==> src/rtl/ppi_snoop_pkg.sv <==
package ppi_snoop_pkg;

   localparam int unsigned PPI_DATA_W  = 8;
   // bit positions inside a mode-set command word
   localparam int unsigned MS_FLAG_BIT = 7;
   localparam int unsigned MS_A_BIT    = 4;
   localparam int unsigned MS_CU_BIT   = 3;
   localparam int unsigned MS_B_BIT    = 1;
   localparam int unsigned MS_CL_BIT   = 0;

   // packed so that port A lands on bit 0
   typedef struct packed {
      logic cl;
      logic cu;
      logic b;
      logic a;
   } port_dir_t;

   localparam port_dir_t DIR_ALL_INPUT = port_dir_t'(4'hF);

   function automatic logic is_mode_set(input logic [PPI_DATA_W-1:0] cmd);
      return cmd[MS_FLAG_BIT];
   endfunction

   function automatic port_dir_t mode_word_to_dir(input logic [PPI_DATA_W-1:0] cmd);
      port_dir_t d;
      d.a  = cmd[MS_A_BIT];
      d.b  = cmd[MS_B_BIT];
      d.cu = cmd[MS_CU_BIT];
      d.cl = cmd[MS_CL_BIT];
      return d;
   endfunction

endpackage

==> src/rtl/ppi_cmd_decode.sv <==
module ppi_cmd_decode
   import ppi_snoop_pkg::*;
#(
   parameter int unsigned ADDR_W       = 5,
   parameter int unsigned NUM_GROUPS   = 2,
   parameter int unsigned GROUP_BASE   = 0,
   parameter int unsigned GROUP_STRIDE = 4,
   parameter int unsigned CMD_OFS      = 3
) (
   input  logic [ADDR_W-1:0]     host_addr,
   input  logic [PPI_DATA_W-1:0] host_wdata,
   input  logic                  host_wr,
   output logic [NUM_GROUPS-1:0] load_grp,
   output port_dir_t             load_dir
);

   logic mode_set;
   logic unused_cmd_bits;

   assign mode_set        = is_mode_set(host_wdata);
   assign load_dir        = mode_word_to_dir(host_wdata);
   assign unused_cmd_bits = ^{host_wdata[6:5], host_wdata[2]};

   for (genvar g = 0; g < NUM_GROUPS; g++) begin : g_match
      localparam int unsigned CMD_ADDR = GROUP_BASE + g * GROUP_STRIDE + CMD_OFS;
      localparam logic [ADDR_W-1:0] CMD_ADDR_V = CMD_ADDR[ADDR_W-1:0];
      assign load_grp[g] = host_wr && mode_set && (host_addr == CMD_ADDR_V);
   end

endmodule

==> src/rtl/ppi_dir_track.sv <==
module ppi_dir_track
   import ppi_snoop_pkg::*;
(
   input  logic      clk,
   input  logic      rst_n,
   input  logic      load,
   input  port_dir_t load_dir,
   output port_dir_t dir
);

   port_dir_t dir_q;

   always_ff @(posedge clk or negedge rst_n) begin
      if (!rst_n) begin
         dir_q <= DIR_ALL_INPUT;
      end else if (load) begin
         dir_q <= load_dir;
      end
   end

   assign dir = dir_q;

endmodule

==> src/rtl/ppi_buf_enable.sv <==
module ppi_buf_enable
   import ppi_snoop_pkg::*;
#(
   parameter int unsigned ADDR_W     = 5,
   parameter int unsigned NUM_GROUPS = 2,
   parameter int unsigned TRI_ADDR   = 13,
   parameter bit          OE_CTRL_EN = 1'b1
) (
   input  logic                  clk,
   input  logic                  rst_n,
   input  logic [ADDR_W-1:0]     host_addr,
   input  logic [PPI_DATA_W-1:0] host_wdata,
   input  logic                  host_wr,
   input  logic                  force_en,
   output logic [NUM_GROUPS-1:0] buf_en
);

   localparam logic [ADDR_W-1:0] TRI_ADDR_V = TRI_ADDR[ADDR_W-1:0];

   if (OE_CTRL_EN) begin : g_reg_ctrl
      logic [NUM_GROUPS-1:0] tri_q;
      logic                  tri_wr;
      logic                  unused_wdata;

      assign tri_wr       = host_wr && (host_addr == TRI_ADDR_V);
      assign unused_wdata = ^host_wdata;

      always_ff @(posedge clk or negedge rst_n) begin
         if (!rst_n) begin
            tri_q <= '0;
         end else if (tri_wr) begin
            tri_q <= host_wdata[NUM_GROUPS-1:0];
         end
      end

      assign buf_en = force_en ? '1 : tri_q;
   end else begin : g_fixed_on
      logic unused_inputs;
      assign unused_inputs = ^{clk, rst_n, host_addr, host_wdata, host_wr, force_en};
      assign buf_en        = '1;
   end

endmodule

==> src/rtl/ppi_buf_dir_ctrl.sv <==
module ppi_buf_dir_ctrl
   import ppi_snoop_pkg::*;
#(
   parameter int unsigned ADDR_W       = 5,
   parameter int unsigned NUM_GROUPS   = 2,
   parameter int unsigned GROUP_BASE   = 0,
   parameter int unsigned GROUP_STRIDE = 4,
   parameter int unsigned CMD_OFS      = 3,
   parameter int unsigned TRI_ADDR     = 13,
   parameter bit          OE_CTRL_EN   = 1'b1
) (
   input  logic                    clk,
   input  logic                    rst_n,
   input  logic [ADDR_W-1:0]       host_addr,
   input  logic [7:0]              host_wdata,
   input  logic                    host_wr,
   input  logic                    force_en,
   output logic [4*NUM_GROUPS-1:0] grp_dir,
   output logic [NUM_GROUPS-1:0]   buf_en
);

   localparam int unsigned SPAN_END = GROUP_BASE + NUM_GROUPS * GROUP_STRIDE;
   localparam bit TRI_IN_SPAN = (TRI_ADDR >= GROUP_BASE) && (TRI_ADDR < SPAN_END);
   localparam bit TRI_ON_CMD  = TRI_IN_SPAN &&
                                (((TRI_ADDR - GROUP_BASE) % GROUP_STRIDE) == CMD_OFS);

   if (NUM_GROUPS < 1 || NUM_GROUPS > PPI_DATA_W) begin : g_chk_groups
      $error("NUM_GROUPS must be between 1 and the data width");
   end
   if (CMD_OFS >= GROUP_STRIDE) begin : g_chk_ofs
      $error("CMD_OFS must fall inside one group stride");
   end
   if (SPAN_END > (1 << ADDR_W) || TRI_ADDR >= (1 << ADDR_W)) begin : g_chk_span
      $error("decoded addresses do not fit in ADDR_W");
   end
   if (TRI_ON_CMD) begin : g_chk_tri
      $error("TRI_ADDR collides with a command address");
   end

   logic [NUM_GROUPS-1:0] load_grp;
   port_dir_t             load_dir;

   ppi_cmd_decode #(
      .ADDR_W      (ADDR_W),
      .NUM_GROUPS  (NUM_GROUPS),
      .GROUP_BASE  (GROUP_BASE),
      .GROUP_STRIDE(GROUP_STRIDE),
      .CMD_OFS     (CMD_OFS)
   ) u_decode (
      .host_addr (host_addr),
      .host_wdata(host_wdata),
      .host_wr   (host_wr),
      .load_grp  (load_grp),
      .load_dir  (load_dir)
   );

   for (genvar g = 0; g < NUM_GROUPS; g++) begin : g_grp
      port_dir_t dir_g;

      ppi_dir_track u_track (
         .clk     (clk),
         .rst_n   (rst_n),
         .load    (load_grp[g]),
         .load_dir(load_dir),
         .dir     (dir_g)
      );

      assign grp_dir[4*g +: 4] = dir_g;
   end

   ppi_buf_enable #(
      .ADDR_W    (ADDR_W),
      .NUM_GROUPS(NUM_GROUPS),
      .TRI_ADDR  (TRI_ADDR),
      .OE_CTRL_EN(OE_CTRL_EN)
   ) u_oe (
      .clk       (clk),
      .rst_n     (rst_n),
      .host_addr (host_addr),
      .host_wdata(host_wdata),
      .host_wr   (host_wr),
      .force_en  (force_en),
      .buf_en    (buf_en)
   );

endmodule

==> config.mk <==
export PLATFORM = sky130hd
export DESIGN_NAME = ppi_buf_dir_ctrl
export DESIGN_NICKNAME = d
export VERILOG_FILES = /design/src/rtl/ppi_snoop_pkg.sv /design/src/rtl/ppi_cmd_decode.sv /design/src/rtl/ppi_dir_track.sv /design/src/rtl/ppi_buf_enable.sv /design/src/rtl/ppi_buf_dir_ctrl.sv
export SDC_FILE = /design/constraint.sdc
export NUM_CORES = 1
export LEC_CHECK = 0
export BUFFER_PORTS_ARGS = -buffer_cell sky130_fd_sc_hd__buf_4
export CAP_MARGIN = 40
export CORE_AREA = 2 2 39 41
export CTS_BUF_LIST = sky130_fd_sc_hd__clkbuf_16
export DETAILED_ROUTE_END_ITERATION = 7
export DIE_AREA = 0 0 41 43
export PLACE_DENSITY_LB_ADDON = 0.08
export SLEW_MARGIN = 20
export SYNTH_ARGS = -nofsm -noshare
export SYNTH_HDL_FRONTEND = slang
export SYNTH_SLANG_ARGS = --single-unit
export TNS_END_PERCENT = 20
==> constraint.sdc <==
create_clock -name clk -period 0.99 [get_ports clk]
set_clock_uncertainty 0.15 [all_clocks]
set_input_delay 0.2475 -clock clk [delete_from_list [all_inputs] [get_ports clk]]
set_output_delay 0.2475 -clock clk [all_outputs]
set_load 0.05 [all_outputs]
==> flow_summary.yaml, run 1 <==
run_status:
  status: "finished, violations left"
  violations: "setup timing"
synthesis:
  synth_cells: 29
  synthesis.area_um2: 455
  yosys_register_bits: 10
  synth.area.top_cells: "dfstp_2 46%, mux2_2 15%, mux2_4 13%"
  synth_top_area_share_pct: 46.2
  synth_edf_count: 0
  synth_top_flop_cell: "dfstp_2"
  postSynthAreaPerCell_um2: 15.7
  ys.warnings.count: 0
  synthMostInstantiatedCell: "dfstp_2"
  async_flop_share_pct: 100
  yosys.cell_types.count: 12
  yosysTopAreaCell: "dfstp_2"
  ys_seq_area_share_pct: 57.1
  syn_nets: 46
  ys_top_cells_by_count: "8 x dfstp_2, 6 x mux2_2, 4 x mux2_4"
clock_tree:
  htree_levels: 1
  cts.sinks: 10
  clk_pin_slew_ns: 0.04
  cts_buffer_depth: 2
  clockRootBuffer: "clkbuf_16"
  cts_tree: "yes"
  worstSkewPairLatency_ns: 0.23
  cts_buffers: 3
placement:
  post-place-cells: 71
  dpl_cell_area_um2: 667
  gp_congestion: 0.642
  numPortBuffers: 23
worst_setup_path:
  timing.rr.end: "g_grp[0].u_track.dir[3]"
  path_delay_family: "flip-flops"
  r2r_cells: 2
  critPathArrivalTime_ns: 0.98
  worst_path_largest_cell_delay_ns: 0.37
  endpoint_kind: "output pin"
  r2r_slack_ns: 0.01
  path_cells: "or2_4, buf_8"
  start_kind: "flop"
  crit_buf_inv: 1
  path_class: "reg -> out"
  r2r-start: "g_grp[0].u_track.dir[3]"
  worstPathRequired_ns: 0.59
  critPathSlowestCell: "dfrtp_1"
  cp_max_fo: 2
sta:
  min_period_over_period_pct: 139
  drv_slew: 0
  rsz0062_at_grt: "true"
  setup_tns_ns: -6.06
  setup_ws_ns: -0.383
  hold_viol: 0
  holdWs_ns: 0.115
  tightest_slew_ns: 0.163
  finalSetupViolCount: 20
  period_needed_ns: 1.37
  max_freq_ghz: 0.728
  slew_headroom_pct: 89.1
final_layout:
  fin_cells: 76
  drive_above_1_share_pct: 88.3
  layout.nets: 78
  fillers: 107
  antenna-diode-count: 0
  fin_area_um2: 861
  synthToLayoutAreaGrowth_pct: 89.0
detailed_routing:
  drt_pass1_iterations: 1
  wl_um: 992
  first_iter_violations: 0
  vias: 338
  ant_nets: 0
  vias_per_cell: 4.45
  wl_per_cell_um: 13.1
  drc: 0
die:
  pin_count: 27
  start_util_pct: 32.9
  fp.dieH_um: 43
  rows: 14
  core_area_um2: 1380
  die-area_um2: 1760
  chipWidth_um: 41
global_route:
  grt_max_degree: 11
  grt_use_total_pct: 12.5
  grt_pass1_wl_um: 1490
  grt_overflow: 0
  grt_pass1_vias: 338
  grt_antenna_before_repair: 0
power_and_ir_drop:
  pwr_density_cell_nw_per_um2: 2070
  internal_power_w: 0.00130
  power_switching_w: 0.000482
  comb_power_share_pct: 30.3
  power.share.clock_pct: 38.9
  power_w: 0.00178
  p_sw_share_pct: 27.0
  max-vdd-ir-drop_mv: 1.43
  share_seq_of_total_power_pct: 30.8
  p_leak_nw: 0.398
min_path:
  hold_class: "in -> reg"
  holdPathStages: 2
  hold_end: "g_grp[1].u_track.dir[2]"
  hold_start: "host_wdata[3]"
run:
  maxCapViolCount: 0
==> power by group through the flow <==
stage,clock (W),combinational (W),sequential (W)
global route,0.000739,0.000561,0.000557
global placement,0,0.000435,0.000533
detailed placement,0,0.000441,0.000536
floorplan,0,0.000124,0.000695
CTS,0.000709,0.000540,0.000550
finish,0.000694,0.000540,0.000550
==> cell type report <==
type / count / area [um2] / area share, %
multi-input cells: 18 / 214 / 24.9
clock buffers: 3 / 75.1 / 8.72
well taps: 16 / 20.0 / 2.33
flip-flops and latches: 10 / 260 / 30.2
repair buffers: 28 / 288 / 33.4
clock inverters: 1 / 3.75 / 0.436
==> sequential cells by signal, summed over array words and instances, names as in the netlist <==
register / cells
g_grp.u_track.dir: 8
u_oe.g_reg_ctrl.tri_q: 2
==> timing repair <==
item	CTS	global route
gates resized for setup	27	1
hold buffers	1	0
pin swaps	2	0
endpoints found under the setup margin	20	20
endpoints found under the hold margin	10	0
setup buffers	0	0
==> routing by layer <==
layer  vias to the layer above  GRT usage (%)  part of all wire, %
li1                        166              -                    -
met1                       163           16.8                   41
met2                         9           20.0                   53
met3                         0           3.14                  5.5
met4                         0           2.00                    0
met5                         -              0                    0
==> layout by cell type, fill, tap and decap left out <==
cell type | netlist | layout
dfrtp_1 | 2 | 2
or4_4 | 1 | 1
nand3b_1 | 1 | 1
dfstp_2 | 8 | 8
mux2_4 | 4 | 8
clkinv_1 | 0 | 1
buf_4 | 0 | 16
mux2_2 | 6 | 2
nand4b_1 | 1 | 1
or2_4 | 0 | 2
clkbuf_16 | 0 | 3
buf_8 | 0 | 9
buf_6 | 1 | 2
dlygate4sd3_1 | 0 | 1
nor3b_2 | 0 | 1
nand2_1 | 1 | 1
nor3_2 | 0 | 1
==> worst register-to-register path, delay by kind of cell (launching register included) <==
kind	cells	cell delay (ns)
flip-flops	1	0.55
multiplexers	1	0.12
buffers and inverters	1	0.10
==> per-stage QoR <==
step | utilization (%) | setup WS, ns
finish | 62.2 | -0.383
global route | 62.2 | -0.417
CTS | 61.9 | -0.394
global placement | 48.2 | -0.593
floorplan | - | -0.515
detailed placement | 48.2 | -0.603
==> kinds of logic (layout without fill, tap and decap cells) <==
group                  after synthesis  count (layout)  share of synthesized area, %
DFF                                 10              10                          57.1
and+or+nand+nor                      8               8                          12.4
muxes                               10              10                          28.0
buffers and inverters                1              32                          2.47
==> worst max-delay path by stage <==
stage / startpoint / to / slack, ns / cells past startpoint
floorplan: host_addr[4] / g_grp[0].u_track.dir[0] / -0.51 / 4
global placement: host_addr[4] / g_grp[0].u_track.dir[0] / -0.59 / 4
detailed placement: host_addr[4] / g_grp[0].u_track.dir[2] / -0.60 / 4
CTS: u_oe.g_reg_ctrl.tri_q[1] / buf_en[1] / -0.39 / 2
global route: u_oe.g_reg_ctrl.tri_q[1] / buf_en[1] / -0.42 / 2
finish: u_oe.g_reg_ctrl.tri_q[1] / buf_en[1] / -0.38 / 2
No activity file was read; power rests on OpenSTA's default activity.
==> run 2, diff against run 1 <==
CAP_MARGIN = default   (was 40)
PLACE_DENSITY = 0.71   (was default)
PLACE_DENSITY_LB_ADDON = default   (was 0.08)
==> run 2 against run 1 <==
Net effect:
- the flow still finishes with violations (setup timing)
- worst hold slack got worse by 0.012 ns
- worst setup slack worse by 0.0054 ns
- global-route usage rose by 1.4 points
- critical endpoint unchanged
- register-to-register slack gained 0.08 ns
- cell area is 1.7% lower
- cell count decreased by 2.6%
- combinational power fell by 1%
- via count is 0.59% lower
- sequential share of layout area grew 0.54 points
- count of clock-buffer cells in the layout unchanged
==> flow_summary.yaml, run 2 (synthesized netlist as in run 1, its figures left out) <==
sta:
  tightest_slew_ns: 0.207
  hold_viol: 0
  period_needed_ns: 1.38
  slew_headroom_pct: 86.1
  holdWs_ns: 0.103
  setup_ws_ns: -0.389
  min_period_over_period_pct: 139
  finalSetupViolCount: 20
  drv_slew: 0
  rsz0062_at_grt: "true"
  max_freq_ghz: 0.725
final_layout:
  layout.nets: 76
  multi_input_area_um2: 214
  antenna-diode-count: 0
  seqCellArea_um2: 260
  most-common-layout-cells: "14 x buf_4, 9 x buf_8, 8 x mux2_4, 8 x dfstp_2, 3 x clkbuf_16"
  largest_reg_flops: 8
  final_common_cell: "buf_4"
  fin_cells: 74
  fillers: 102
  synthToLayoutAreaGrowth_pct: 85.7
  drive_above_1_share_pct: 87.9
worst_setup_path:
  critPathArrivalTime_ns: 0.98
  endpoint_kind: "output pin"
  path_class: "reg -> out"
  path_cells: "or2_4, buf_8"
  r2r-start: "u_oe.g_reg_ctrl.tri_q[1]"
  worst_path_largest_cell_delay_ns: 0.37
  critPathSlowestCell: "dfrtp_1"
  r2r_slack_ns: 0.09
  cp_max_fo: 2
  start_kind: "flop"
  worstPathRequired_ns: 0.59
  cp-startpoint: "u_oe.g_reg_ctrl.tri_q[1]"
  timing.rr.end: "u_oe.g_reg_ctrl.tri_q[1]"
  r2r_cells: 1
  crit_end: "buf_en[1]"
detailed_routing:
  ant_nets: 0
  vias: 336
  dr_wl_met2_um: 543
  drc: 0
  first_iter_violations: 2
  vias_per_cell: 4.54
  met1_length_um: 430
  top_layer_used: "met3"
  wl_per_cell_um: 13.7
  wl_um: 1020
  wl_met3_um: 42
  drt_pass1_iterations: 3
placement:
  place_ws_ns: -0.619
  post-place-cells: 69
  numPortBuffers: 23
  gp_congestion: 0.642
  dp_hpwl_um: 716
global_route:
  grt_overflow: 0
  grt_use_total_pct: 13.9
  grt_pass1_vias: 370
  grt_max_degree: 11
  grt_antenna_before_repair: 0
  grt_pass1_wl_um: 1570
clock_tree:
  worstSkewPairLatency_ns: 0.23
  clockRootBuffer: "clkbuf_16"
  clk_pin_slew_ns: 0.04
  cts.sinks: 10
  htree_levels: 1
  cts_buffers: 3
  cts_buffer_depth: 2
  cts_tree: "yes"
die:
  die-area_um2: 1760
  core_area_um2: 1380
  rows: 14
  chipWidth_um: 41
  pin_count: 27
  start_util_pct: 32.9
  fp.dieH_um: 43
power_and_ir_drop:
  p_sw_share_pct: 27.5
  internal_power_w: 0.00130
  power_switching_w: 0.000492
  max-vdd-ir-drop_mv: 1.18
  pwr_density_cell_nw_per_um2: 2110
  power.share.clock_pct: 39.4
  comb_power_share_pct: 29.7
  share_seq_of_total_power_pct: 30.8
  p_leak_nw: 0.387
run_status:
  violations: "setup timing"
  status: "finished, violations left"
min_path:
  hold_class: "in -> reg"
run:
  maxCapViolCount: 0
run 2: critical path, delay by kind of cell (launching register included):
family                 cells  cell delay (ns)
buffers and inverters      1             0.15
AND/OR/NAND/NOR            1             0.23
flip-flops                 1             0.37
run 2: per-stage QoR:
| stage | util (%) | cell area, um2 | power [W] | TNS, ns |
|---|---|---|---|---|
| after floorplan | - | 455 | 0.000819 | -5.26 |
| after global placement | 47.1 | 652 | 0.000963 | -6.79 |
| after detailed placement | 47.1 | 652 | 0.000968 | -6.79 |
| after CTS | 60.5 | 837 | 0.00181 | -6.21 |
| after global routing | 61.1 | 846 | 0.00186 | -6.91 |
| final | 61.1 | 846 | 0.00179 | -6.24 |
run 2: power by group through the flow:
stage | Sequential, W | Combinational, W | Clock (W)
floorplan | 0.000695 | 0.000124 | 0
global placement | 0.000538 | 0.000424 | 0
detailed placement | 0.000538 | 0.000429 | 0
CTS | 0.000553 | 0.000530 | 0.000730
global route | 0.000560 | 0.000553 | 0.000747
finish | 0.000552 | 0.000532 | 0.000705
run 2: how the worst min path moves through the flow:
stage / from / to / slack [ns] / cells past startpoint
after floorplan: rst_n / u_oe.g_reg_ctrl.tri_q[0] / -0.20 / 0
after CTS: host_wdata[4] / g_grp[0].u_track.dir[0] / 0.1 / 2
final: host_wdata[4] / g_grp[0].u_track.dir[0] / 0.10 / 2
after global routing: host_wdata[4] / g_grp[1].u_track.dir[0] / 0.10 / 2
after global placement: rst_n / u_oe.g_reg_ctrl.tri_q[0] / -0.07 / 1
after detailed placement: rst_n / u_oe.g_reg_ctrl.tri_q[0] / -0.07 / 1
run 2: layout make-up:
type / instances / area share (%)
multi-input combinational: 18 / 25.3
clock buffer: 3 / 8.88
timing repair buffer: 26 / 32.2
clock inverter: 1 / 0.444
tap: 16 / 2.37
sequential: 10 / 30.8
run 2: routing by layer:
layer  GRT usage (%)  vias up
li1                -      164
met1            16.1      162
met2            20.3       10
met3            3.14        0
met4            12.0        0
met5               0        -
run 2: timing repair:
item / in CTS / in global routing
setup endpoints to repair: 20 / 20
buffers inserted: 0 / 0
resized for setup: 26 / 2
pin swaps: 1 / 1
hold buffers: 1 / 0
endpoints found under the hold margin: 10 / 0
==> run 3, diff against run 2 <==
BUFFER_PORTS_ARGS = default   (was -buffer_cell sky130_fd_sc_hd__buf_4)
DONT_BUFFER_PORTS = 1   (was default)
PLACE_DENSITY = 0.47   (was 0.71)
==> run 3 against run 2 <==
Net effect:
- the flow still finishes with violations (setup timing)
- non-clock buffer count shrank 15
- worst setup slack gained 0.051 ns
- register-to-register slack got worse by 0.20 ns
- first-iteration DRC count shrank 100%
- power is 3.4% lower
- count of clock-buffer cells in the layout unchanged
- via count is 13% lower
- worst hold slack worse by 0.092 ns
- combinational power decreased by 20%
- die area unchanged
- routed wire length shrank 7.7%
- critical path type unchanged
- critical endpoint is now grp_dir[0]
==> flow_summary.yaml, run 3 (synthesized netlist as in run 1, its figures left out) <==
final_layout:
  layout.nets: 61
  fin_cells: 59
  synthToLayoutAreaGrowth_pct: 59.1
  most-common-layout-cells: "8 x dfstp_2, 7 x mux2_4, 6 x buf_12"
  fin_util_pct: 52.4
  antenna-diode-count: 0
  largest_reg_flops: 8
  fin_area_um2: 724
  drive_above_1_share_pct: 81.4
  final_common_cell: "dfstp_2"
worst_setup_path:
  path_delay_family: "flip-flops"
  crit_buf_inv: 1
  endpoint_kind: "output pin"
  worst_path_largest_cell_delay_ns: 0.56
  path_class: "reg -> out"
  r2r-start: "g_grp[0].u_track.dir[2]"
  timing.rr.end: "g_grp[0].u_track.dir[2]"
  r2r_slack_ns: -0.11
  path_cells: "buf_12"
  r2r_cells: 1
  critPathArrivalTime_ns: 0.93
  start_kind: "flop"
  critPathSlowestCell: "dfstp_2"
  worstPathRequired_ns: 0.59
  cp_max_fo: 2
sta:
  hold_viol: 0
  tightest_slew_ns: 0.443
  setup_ws_ns: -0.338
  slew_headroom_pct: 70.4
  drv_slew: 0
  min_period_over_period_pct: 134
  rsz0062_at_grt: "true"
  finalSetupViolCount: 20
  period_needed_ns: 1.33
  max_freq_ghz: 0.753
clock_tree:
  worstSkewPairLatency_ns: 0.23
  cts_buffer_depth: 2
  cts.sinks: 10
  cts_tree: "yes"
  cts_buffers: 3
  clk_pin_slew_ns: 0.04
  clockRootBuffer: "clkbuf_16"
  htree_levels: 1
global_route:
  grt_pass1_wl_um: 1390
  grt_overflow: 0
  grt_antenna_before_repair: 0
  grt_max_degree: 11
  grt_use_total_pct: 12.3
  grt_pass1_vias: 305
run:
  maxCapViolCount: 0
power_and_ir_drop:
  pwr_density_cell_nw_per_um2: 2380
  power_switching_w: 0.000473
  share_seq_of_total_power_pct: 34.6
  comb_power_share_pct: 24.7
  p_leak_nw: 0.310
  internal_power_w: 0.00125
  max-vdd-ir-drop_mv: 1.28
  p_sw_share_pct: 27.4
  power_w: 0.00173
  power.share.clock_pct: 40.7
min_path:
  hold_end: "g_grp[0].u_track.dir[0]"
  hold_class: "in -> reg"
  holdPathStages: 1
  hold_start: "host_wdata[4]"
placement:
  gp_congestion: 0.620
  post-place-cells: 53
  dpl_cell_area_um2: 607
  dp_hpwl_um: 713
  numPortBuffers: 0
run_status:
  violations: "setup timing"
  status: "finished, violations left"
die:
  chipWidth_um: 41
  rows: 14
  core_area_um2: 1380
  fp.dieH_um: 43
  pin_count: 27
  die-area_um2: 1760
  start_util_pct: 32.9
detailed_routing:
  drc: 0
  vias_per_cell: 4.95
  first_iter_violations: 0
  wl_per_cell_um: 15.9
  drt_pass1_iterations: 1
  vias: 292
  wl_um: 938
  ant_nets: 0
==> run 3: changes by cell type in the layout (fill, tap and decap cells not counted), sizes merged <==
cell	delta
buf	-15
==> run 3: what timing repair did <==
action,4_1_cts,5_1_grt
gates resized for setup,6,0
hold buffers,1,0
endpoints found under the hold margin,10,0
setup buffers,1,0
pin swaps,1,0
setup endpoints to repair,20,20
==> run 3: worst max-delay path by stage <==
stage                             from                 endpoint  slack (ns)  depth (start not counted)
5_1_grt        g_grp[0].u_track.dir[0]               grp_dir[0]       -0.36                          1
4_1_cts        g_grp[0].u_track.dir[0]               grp_dir[0]       -0.34                          1
3_3_place_gp              host_addr[4]  g_grp[0].u_track.dir[3]       -0.47                          3
3_5_place_dp              host_addr[4]  g_grp[0].u_track.dir[3]       -0.49                          3
6_report       g_grp[0].u_track.dir[0]               grp_dir[0]       -0.34                          1
2_1_floorplan             host_addr[4]  g_grp[0].u_track.dir[0]       -0.51                          4
==> run 3: power by group through the flow <==
stage                     Sequential (W)  Clock, W  Combinational (W)
final                           0.000598  0.000703           0.000426
after global routing            0.000608  0.000744           0.000442
after CTS                       0.000599  0.000718           0.000430
after detailed placement        0.000602         0           0.000392
after global placement          0.000599         0           0.000388
after floorplan                 0.000695         0           0.000124
==> run 3: through the flow <==
stage / setup slack (ns) / TNS (ns) / hold WS, ns
after floorplan: -0.515 / -5.26 / -0.198
after global routing: -0.360 / -5.53 / 0.00665
after CTS: -0.344 / -5.06 / 0.00547
final: -0.338 / -5.04 / 0.0103
after global placement: -0.474 / -4.96 / -0.198
after detailed placement: -0.489 / -5.21 / -0.198
==> run 3: per-layer routing <==
layer	share of wire [%]	GRT usage, %	routed length [um]
met2	52	17.8	487
met1	42	15.5	395
met5	0	0	0
met4	0	8.00	0
met3	5.9	3.14	55
==> run 3: cell type report <==
type	count	area (um2)
multi-input cells	18	205
clock buffers	3	75.1
well taps	16	20.0
clock inverters	1	3.75
fillers	122	659
flip-flops and latches	10	260
repair buffers	11	160
